[config.mk]
export PLATFORM = sky130hd
export DESIGN_NAME = mac_path_rst_seq
export DESIGN_NICKNAME = d
export VERILOG_FILES = /design/src/rtl/mac_rst_pkg.sv /design/src/rtl/mac_path_seq.sv /design/src/rtl/mac_regblk_seq.sv /design/src/rtl/mac_path_rst_seq.sv
export SDC_FILE = /design/constraint.sdc
export NUM_CORES = 1
export LEC_CHECK = 0
export ABC_AREA = 1
export ABC_CLOCK_PERIOD_IN_PS = 2400
export BUFFER_PORTS_ARGS = -buffer_cell sky130_fd_sc_hd__buf_2
export CAP_MARGIN = 20
export CORE_MARGIN = 2
export CORE_UTILIZATION = 50
export DETAILED_ROUTE_END_ITERATION = 6
export PLACE_DENSITY = 0.7
export SKIP_LAST_GASP = 1
export SLEW_MARGIN = 30
export SYNTH_ARGS = -nofsm -noshare
export SYNTH_HDL_FRONTEND = slang
export SYNTH_SLANG_ARGS = --single-unit
[constraint.sdc]
create_clock -name clk -period 2.4 [get_ports clk]
set_input_delay 0.36 -clock clk [delete_from_list [all_inputs] [get_ports clk]]
set_output_delay 0.36 -clock clk [all_outputs]
set_load 0.05 [all_outputs]
[src/rtl/mac_rst_pkg.sv]
package mac_rst_pkg;

    typedef enum logic [2:0] {
        PS_IDLE,
        PS_DISABLE,
        PS_DRAIN,
        PS_ASSERT,
        PS_SETTLE,
        PS_CLEAR,
        PS_ENABLE
    } path_state_e;

    typedef struct packed {
        logic dis;
        logic rst;
        logic stats_clr;
        logic done;
    } path_out_t;

    localparam int NUM_PATHS = 2;
    localparam int PATH_TX   = 0;
    localparam int PATH_RX   = 1;

    function automatic int ceil_div(input int num, input int den);
        return (num + den - 1) / den;
    endfunction

    function automatic int max3(input int a, input int b, input int c);
        int m;
        m = (a > b) ? a : b;
        return (m > c) ? m : c;
    endfunction

    function automatic path_out_t out_of(input path_state_e s);
        path_out_t o;
        o.dis       = (s != PS_IDLE) && (s != PS_ENABLE);
        o.rst       = (s == PS_ASSERT);
        o.stats_clr = (s == PS_CLEAR);
        o.done      = (s == PS_ENABLE);
        return o;
    endfunction

endpackage

[src/rtl/mac_path_seq.sv]
module mac_path_seq
    import mac_rst_pkg::*;
#(
    parameter int MIN_RST = 3,
    parameter int TIMEOUT = 32,
    parameter int SETTLE  = 79,
    parameter int CNT_W   = 7
) (
    input  logic      clk,
    input  logic      rst,
    input  logic      req_i,
    input  logic      busy_i,
    input  logic      clk_stable_i,
    input  logic      ext_hold_i,
    output path_out_t o,
    output logic      timeout_o
);

    localparam logic [CNT_W-1:0] DRAIN_LAST  = CNT_W'(TIMEOUT - 1);
    localparam logic [CNT_W-1:0] HOLD_LAST   = CNT_W'(MIN_RST - 1);
    localparam logic [CNT_W-1:0] SETTLE_LAST = CNT_W'(SETTLE - 1);

    path_state_e      state_q, state_d;
    logic [CNT_W-1:0] cnt_q, cnt_d;
    logic             to_q, to_d;

    always_comb begin
        state_d = state_q;
        cnt_d   = cnt_q;
        to_d    = to_q;
        unique case (state_q)
            PS_IDLE: begin
                cnt_d = '0;
                if (req_i) state_d = PS_DISABLE;
            end
            PS_DISABLE: begin
                cnt_d   = '0;
                state_d = PS_DRAIN;
            end
            PS_DRAIN: begin
                if (!busy_i) begin
                    state_d = PS_ASSERT;
                    cnt_d   = '0;
                end else if (cnt_q == DRAIN_LAST) begin
                    state_d = PS_ASSERT;
                    cnt_d   = '0;
                    to_d    = 1'b1;
                end else begin
                    cnt_d = cnt_q + 1'b1;
                end
            end
            PS_ASSERT: begin
                if (cnt_q >= HOLD_LAST && clk_stable_i && !ext_hold_i) begin
                    state_d = PS_SETTLE;
                    cnt_d   = '0;
                end else if (cnt_q < HOLD_LAST) begin
                    cnt_d = cnt_q + 1'b1;
                end
            end
            PS_SETTLE: begin
                if (ext_hold_i) begin
                    cnt_d = '0;
                end else if (cnt_q == SETTLE_LAST) begin
                    state_d = PS_CLEAR;
                    cnt_d   = '0;
                end else begin
                    cnt_d = cnt_q + 1'b1;
                end
            end
            PS_CLEAR:  state_d = PS_ENABLE;
            PS_ENABLE: state_d = PS_IDLE;
            default:   state_d = PS_IDLE;
        endcase
    end

    always_ff @(posedge clk) begin
        if (rst) begin
            state_q <= PS_IDLE;
            cnt_q   <= '0;
            to_q    <= 1'b0;
        end else begin
            state_q <= state_d;
            cnt_q   <= cnt_d;
            to_q    <= to_d;
        end
    end

    assign o         = out_of(state_q);
    assign timeout_o = to_q;

endmodule

[src/rtl/mac_regblk_seq.sv]
module mac_regblk_seq #(
    parameter int MIN_RST = 3,
    parameter int CNT_W   = 4
) (
    input  logic clk,
    input  logic rst,
    input  logic req_i,
    input  logic clk_stable_i,
    output logic hold_o
);

    localparam logic [CNT_W-1:0] HOLD_LAST = CNT_W'(MIN_RST - 1);

    logic             hold_q;
    logic [CNT_W-1:0] cnt_q;

    always_ff @(posedge clk) begin
        if (rst) begin
            hold_q <= 1'b0;
            cnt_q  <= '0;
        end else if (!hold_q) begin
            cnt_q <= '0;
            if (req_i) hold_q <= 1'b1;
        end else begin
            if (cnt_q >= HOLD_LAST && clk_stable_i && !req_i) begin
                hold_q <= 1'b0;
                cnt_q  <= '0;
            end else if (cnt_q < HOLD_LAST) begin
                cnt_q <= cnt_q + 1'b1;
            end
        end
    end

    assign hold_o = hold_q;

endmodule

[src/rtl/mac_path_rst_seq.sv]
module mac_path_rst_seq
    import mac_rst_pkg::*;
#(
    parameter int CLK_PERIOD_PS = 6400,
    parameter int SETTLE_NS     = 500,
    parameter int MIN_RST_CYC   = 3,
    parameter int DRAIN_TIMEOUT = 32
) (
    input  logic clk,
    input  logic rst,
    input  logic regblk_req_i,
    input  logic tx_req_i,
    input  logic rx_req_i,
    input  logic tx_busy_i,
    input  logic rx_busy_i,
    input  logic clk_stable_i,
    output logic regblk_reset_o,
    output logic tx_reset_o,
    output logic rx_reset_o,
    output logic tx_disable_o,
    output logic rx_disable_o,
    output logic tx_stats_clr_o,
    output logic rx_stats_clr_o,
    output logic tx_done_o,
    output logic rx_done_o,
    output logic tx_timeout_o,
    output logic rx_timeout_o
);

    localparam int SETTLE_CYC = ceil_div(SETTLE_NS * 1000, CLK_PERIOD_PS);
    localparam int CNT_TOP    = max3(DRAIN_TIMEOUT, SETTLE_CYC, MIN_RST_CYC);
    localparam int CNT_W      = $clog2(CNT_TOP + 1);
    localparam int RB_CNT_W   = $clog2(MIN_RST_CYC + 1);

    logic [NUM_PATHS-1:0] req_v, busy_v, seq_rst, dis_v, stats_v, done_v, tmo_v;
    logic                 rb_hold;
    path_out_t            pout [NUM_PATHS];

    assign req_v[PATH_TX]  = tx_req_i;
    assign req_v[PATH_RX]  = rx_req_i;
    assign busy_v[PATH_TX] = tx_busy_i;
    assign busy_v[PATH_RX] = rx_busy_i;

    mac_regblk_seq #(
        .MIN_RST (MIN_RST_CYC),
        .CNT_W   (RB_CNT_W)
    ) u_regblk (
        .clk          (clk),
        .rst          (rst),
        .req_i        (regblk_req_i),
        .clk_stable_i (clk_stable_i),
        .hold_o       (rb_hold)
    );

    for (genvar p = 0; p < NUM_PATHS; p++) begin : g_path
        mac_path_seq #(
            .MIN_RST (MIN_RST_CYC),
            .TIMEOUT (DRAIN_TIMEOUT),
            .SETTLE  (SETTLE_CYC),
            .CNT_W   (CNT_W)
        ) u_seq (
            .clk          (clk),
            .rst          (rst),
            .req_i        (req_v[p]),
            .busy_i       (busy_v[p]),
            .clk_stable_i (clk_stable_i),
            .ext_hold_i   (rb_hold),
            .o            (pout[p]),
            .timeout_o    (tmo_v[p])
        );
        assign seq_rst[p] = pout[p].rst;
        assign dis_v[p]   = pout[p].dis;
        assign stats_v[p] = pout[p].stats_clr;
        assign done_v[p]  = pout[p].done;
    end

    assign regblk_reset_o = rb_hold;
    assign tx_reset_o     = seq_rst[PATH_TX] | rb_hold;
    assign rx_reset_o     = seq_rst[PATH_RX] | rb_hold;
    assign tx_disable_o   = dis_v[PATH_TX];
    assign rx_disable_o   = dis_v[PATH_RX];
    assign tx_stats_clr_o = stats_v[PATH_TX];
    assign rx_stats_clr_o = stats_v[PATH_RX];
    assign tx_done_o      = done_v[PATH_TX];
    assign rx_done_o      = done_v[PATH_RX];
    assign tx_timeout_o   = tmo_v[PATH_TX];
    assign rx_timeout_o   = tmo_v[PATH_RX];

endmodule

# After elaboration in Yosys (flattened, before gate mapping)
# Cells that the tools add are included.
op_classes:
  n_bitwise: 3
  magnitude_cmp: 6
  reduce_logical: 25
  eq_ne: 30
  n_mux: 31
  n_addsub: 3
ops:
  columns: ["cell", "n"]
  rows:
  - ["$mux W7", 12]
  - ["$pmux W7 S4", 2]
  - ["$mux W3", 12]
  - ["$pmux W3 S6", 2]
  - ["$eq A3 B3 Y1 const B", 6]
  - ["$add A7 B1 Y7 const B", 2]
  - ["$eq A7 B5 Y1 const B", 2]
  - ["$eq A7 B7 Y1 const B", 2]
  - ["$ge A7 B2 Y1 const B", 2]
  - ["$lt A7 B2 Y1 const B", 2]
  - ["$eq A3 B2 Y1 const B", 4]
  - ["$reduce_and A5 Y1", 2]
  - ["$logic_and A1 B1 Y1", 8]
  - ["$ne A2 B1 Y1 const B", 4]
  - ["$ne A2 B2 Y1 const B", 4]
  - ["$reduce_bool A4 Y1", 2]
  - ["$eq A3 B1 Y1 const B", 2]
  - ["$logic_not A3 Y1", 2]
  - ["$ne A3 B1 Y1 const B", 2]
  - ["$ne A3 B2 Y1 const B", 2]
  - ["$ne A3 B3 Y1 const B", 2]
  - ["$reduce_and A3 Y1", 2]
  - ["$reduce_bool A3 Y1", 2]
  - ["$reduce_and A2 Y1", 2]
  - ["9 further kinds", 14]
totals:
  output_inout_bits: 11
  ff_bits: 25
  word_cells: 106

# Longest topological paths before layout
depth:
  depth_word: 5
  depth_mapped: 11
  ltp_nobuf: 11

# Modules after synthesis
# From an unflattened synthesis, not the netlist that was laid out.
unflattened:
  hier_cells: 296
  hier_area_um2: 2023.2
by_module_without_submodules:
  columns: ["mod", "area_per_inst_um2", "cells_each", "n_inst", "seq_area_each_um2"]
  rows:
  - ["mac_path_seq", 942.2, 137, 2, 220.2]
  - ["mac_regblk_seq", 120.1, 17, 1, 60.1]
  - ["mac_path_rst_seq", 18.8, 5, 1, 0.0]

# Worst setup path before layout
# Ideal clock, no wire load.
synth_path:
  kind: "reg2out"
  from: "register g_path[1].u_seq.state_q[1]"
  to: "output port rx_disable_o"
  arrival_time_ns: 2.175
  path_slack_ns: -0.135
  t_required_ns: 2.040
  stages_incl_launch_ff: 4
  cell_sequence: "dfxtp_1 > inv_1 > nor3_1 > a21oi_1"
synth_via:
  elab_chain_cells: 2
  word_cells_on_any_way: 3
  cone_classes: "1 x eq/ne; 2 x reduce/logical"
synth_lines:
  columns: ["element", "line", "rtl"]
  rows:
  - ["start, declared", "mac_path_seq.sv:23", "path_state_e state_q, state_d;"]
  - ["start signal, assigned", "mac_path_seq.sv:82", "state_q <= state_d;"]
  - ["$ne A3 B3 Y1 / $reduce_bool A3 Y1 (equally long branches)", "mac_rst_pkg.sv:36", "o.dis = (s != PS_IDLE) && (s != PS_ENABLE);"]
  - ["$logic_and A1 B1 Y1 *", "mac_rst_pkg.sv:36", null]
  - ["end, declared", "mac_path_rst_seq.sv:21", "output logic rx_disable_o,"]
# Every way passes the cells marked *; elsewhere a longest branch is shown, timed or not.

# Final worst setup path
layout_path:
  from: "register g_path[0].u_seq.state_q[2]"
  to: "output port tx_reset_o"
layout_via:
  elab_chain_cells: 2
layout_lines:
  columns: ["element", "line", "rtl"]
  rows:
  - ["start, declared", "mac_path_seq.sv:23", null]
  - ["start signal, assigned", "mac_path_seq.sv:82", null]
  - ["$eq A3 B2 Y1", "mac_rst_pkg.sv:37", "o.rst = (s == PS_ASSERT);"]
  - ["$or A1 B1 Y1", "mac_path_rst_seq.sv:78", "assign tx_reset_o = seq_rst[PATH_TX] | rb_hold;"]
  - ["end, declared", "mac_path_rst_seq.sv:18", "output logic tx_reset_o,"]
# Every way passes these cells.

==> key figures <==
Detailed routing
  • Routed Antenna Nets: 0
  • TritonRoute pass-1 iters: 4
  • Vias/cell: 5.14
  • Detailed Route WL: 4.04 mm
  • Drt initial violations: 136
  • Total number of vias: 1840
  • DRC: 0
  • Routed wire per std cell: 11.3 µm

Synthesis
  • Syn Area/Cell: 5.96 µm²
  • Syn Nets: 308
  • Yosys cell types: 21
  • Sequential element share of the synthesized area: 28.4%
  • Syn Inst Count: 295
  • YS warnings: 0
  • FF+latch count, synth: 25
  • Post-Synthesis Cell Area: 1760 µm²

Final layout
  • Area Growth Syn to Fin: 9.39%
  • Number of fill cells: 362
  • Final Cell Area: 1920 µm²
  • ANT cells: 0
  • Final net count: 326
  • Multi-input combinational cell area: 1050 µm²
  • Storage element area: 500 µm²
  • Commonest non-fill, non-tap cell in the layout: nand2_1
  • Layout cell share with drive strength beyond 1: 15.4%
  • Fin util: 57.2%
  • Most frequent cells in the layout: nand2_1 (67), inv_1 (46), nor2_1 (43)

Power and ir drop
  • PD cells: 739 nW/µm²
  • VDD IR max: 0.000514 V
  • Total power: 1.42 mW
  • Leakage: 0.938 nW

Floorplan
  • Die W: 63.3 µm
  • Die Y: 63.3 µm
  • Starting Density: 52.3%
  • Die area: 4010 µm²
  • FP Rows: 21
  • # IOs: 19
  • Core Region: 3360 µm²

Worst setup path
  • Worst setup SP type: flip-flop
  • Worst Path Arrival: 1.43 ns
  • CP endpoint kind: output port
  • Critical Path Start: g_path[0].u_seq.state_q[2]
  • Setup CP Type: reg -> out
  • CP Data Required Time: 2.04 ns
  • Crit path max fanout: 5
  • Worst r2r src: u_regblk.hold_o

Clock tree
  • Hold buffers post-CTS: 0
  • TritonCTS Buffers: 3
  • Post_cts resized: 0
  • Clock Tree Root: clkbuf_4
  • Clock latency on the worst-skew pair: 0.34 ns
  • Post-CTS Setup Repair Bufs: 0
  • TritonCTS clock tree: built
  • CTS HTree Levels: 1
  • Clock transition at path regs: 0.16 ns
  • Clk buf depth: 2
  • CTS sink count: 25

STA
  • Period utilization: 74.4%
  • Worst slew margin: 66.8%
  • Fmax: 560 MHz
  • Slew @ Worst Pin: 0.492 ns
  • Post-route setup TNS: 0 ns
  • Hold Vio Cnt, Final: 0
  • Setup violations, final: 0
  • RSZ-0062 raised after global routing: false
  • Count of pins over their slew limit: 0
  • Min Tclk post-route: 1.79 ns
  • Post-route clock skew: 0.00879 ns

Global route
  • GRT overflow: 0
  • Largest net degree at the start of global routing: 18
  • GRT Util Overall: 21.4%
  • First-pass GRT wire length: 6.89 mm
  • Vias in the first global route: 1574
  • Initial antenna violation count: 0

Run status
  • Status: completed

Job
  • Max-cap violation count: 0

Placement
  • GPL Wtd Cong: 0.890
  • Post-DP HPWL: 3.14 mm
  • Placed inst area: 1890 µm²
  • Port-buffer cells: 18

Min path
  • Hold crit path type: in -> reg
  • Hold_sp: regblk_req_i
-- cells in the mapped netlist --
cell      number  share of area, %
nor3_1         2              0.57
xor2_1         2               1.0
o21ai_1        2              0.57
o211ai_2       1              0.71
nand3_1       36                10
nand2_2        6               2.1
clkbuf_1       2              0.43
dfxtp_1       25                28
o21ai_0       10               2.8
nand2_1       67                14
nor3_2         1              0.57
nor2_2         6               2.1
a21oi_1       16               4.6
o21bai_2       2               1.3
buf_2          3              0.85
nand4_1       12               4.3
inv_1         46               9.8
inv_2          6               1.3
nor2_4         2               1.3
nor2_1        43               9.2
ha_1           5               3.6
-- sequential cells by signal, indices dropped and copies added, names as in the netlist --
register and flops:
g_path.u_seq.cnt_q 14, g_path.u_seq.state_q 6, g_path.u_seq.timeout_o 2, u_regblk.cnt_q 2, u_regblk.hold_o 1
-- per-stage QoR --
stage                     setup WS [ns]  hold WS [ns]  instances
after floorplan                   0.388         0.444        295
after global placement            0.846         0.447        354
after detailed placement          0.840         0.462        354
after CTS                         0.601         0.250        358
after global routing              0.449         0.277        358
final                             0.615         0.258        358
-- cells by family (layout without fill, tap and decap cells) --
kind of cell	Yosys count	after routing	share of synthesized area [%]
simple gates	175	175	44.7
compound gates	31	31	9.96
xor+xnor	2	2	0.996
fa+ha+maj	5	5	3.56
buf+inv	57	74	12.4
flops	25	25	28.4
-- worst paths after layout --
check,depth (start not counted),end,slack (ns)
worst max-delay path,4,tx_reset_o,0.61
worst min-delay path,3,u_regblk.hold_o,0.26
worst max register to register,7,g_path[1].u_seq.cnt_q[0],0.82
worst min register to register,2,g_path[0].u_seq.timeout_o,0.49
-- metal layers --
| metal | GRT usage [%] | up-vias | part of all wire [%] |
|---|---|---|---|
| met5 | 0 | - | 0 |
| met4 | 6.79 | 0 | 1.5 |
| met3 | 3.75 | 9 | 2.5 |
| met2 | 38.0 | 27 | 51 |
| met1 | 26.3 | 835 | 45 |
| li1 | - | 969 | - |
-- critical path, stage by stage (launching register included) --
cell and delay [ns]:
dfxtp_1 0.36, inv_1 0.16, nand2_2 0.12, o21ai_0 0.16, buf_2 0.28
-- power breakdown --
| part | internal [mW] | total (mW) | switching (mW) | leakage (nW) |
|---|---|---|---|---|
| clock network | 0.0641 | 0.212 | 0.148 | 0.0139 |
| registers | 0.468 | 0.546 | 0.0782 | 0.203 |
| logic | 0.187 | 0.664 | 0.477 | 0.721 |
-- layout make-up --
cell class	instances	share of cell area [%]
sequential	25	26.0
clock inverter	1	0.390
inverter	52	10.1
multi-input combinational	213	54.6
tap	46	2.99
timing repair buffer	18	4.68
clock buffer	3	1.17
Power figures use the tool's default switching activity.
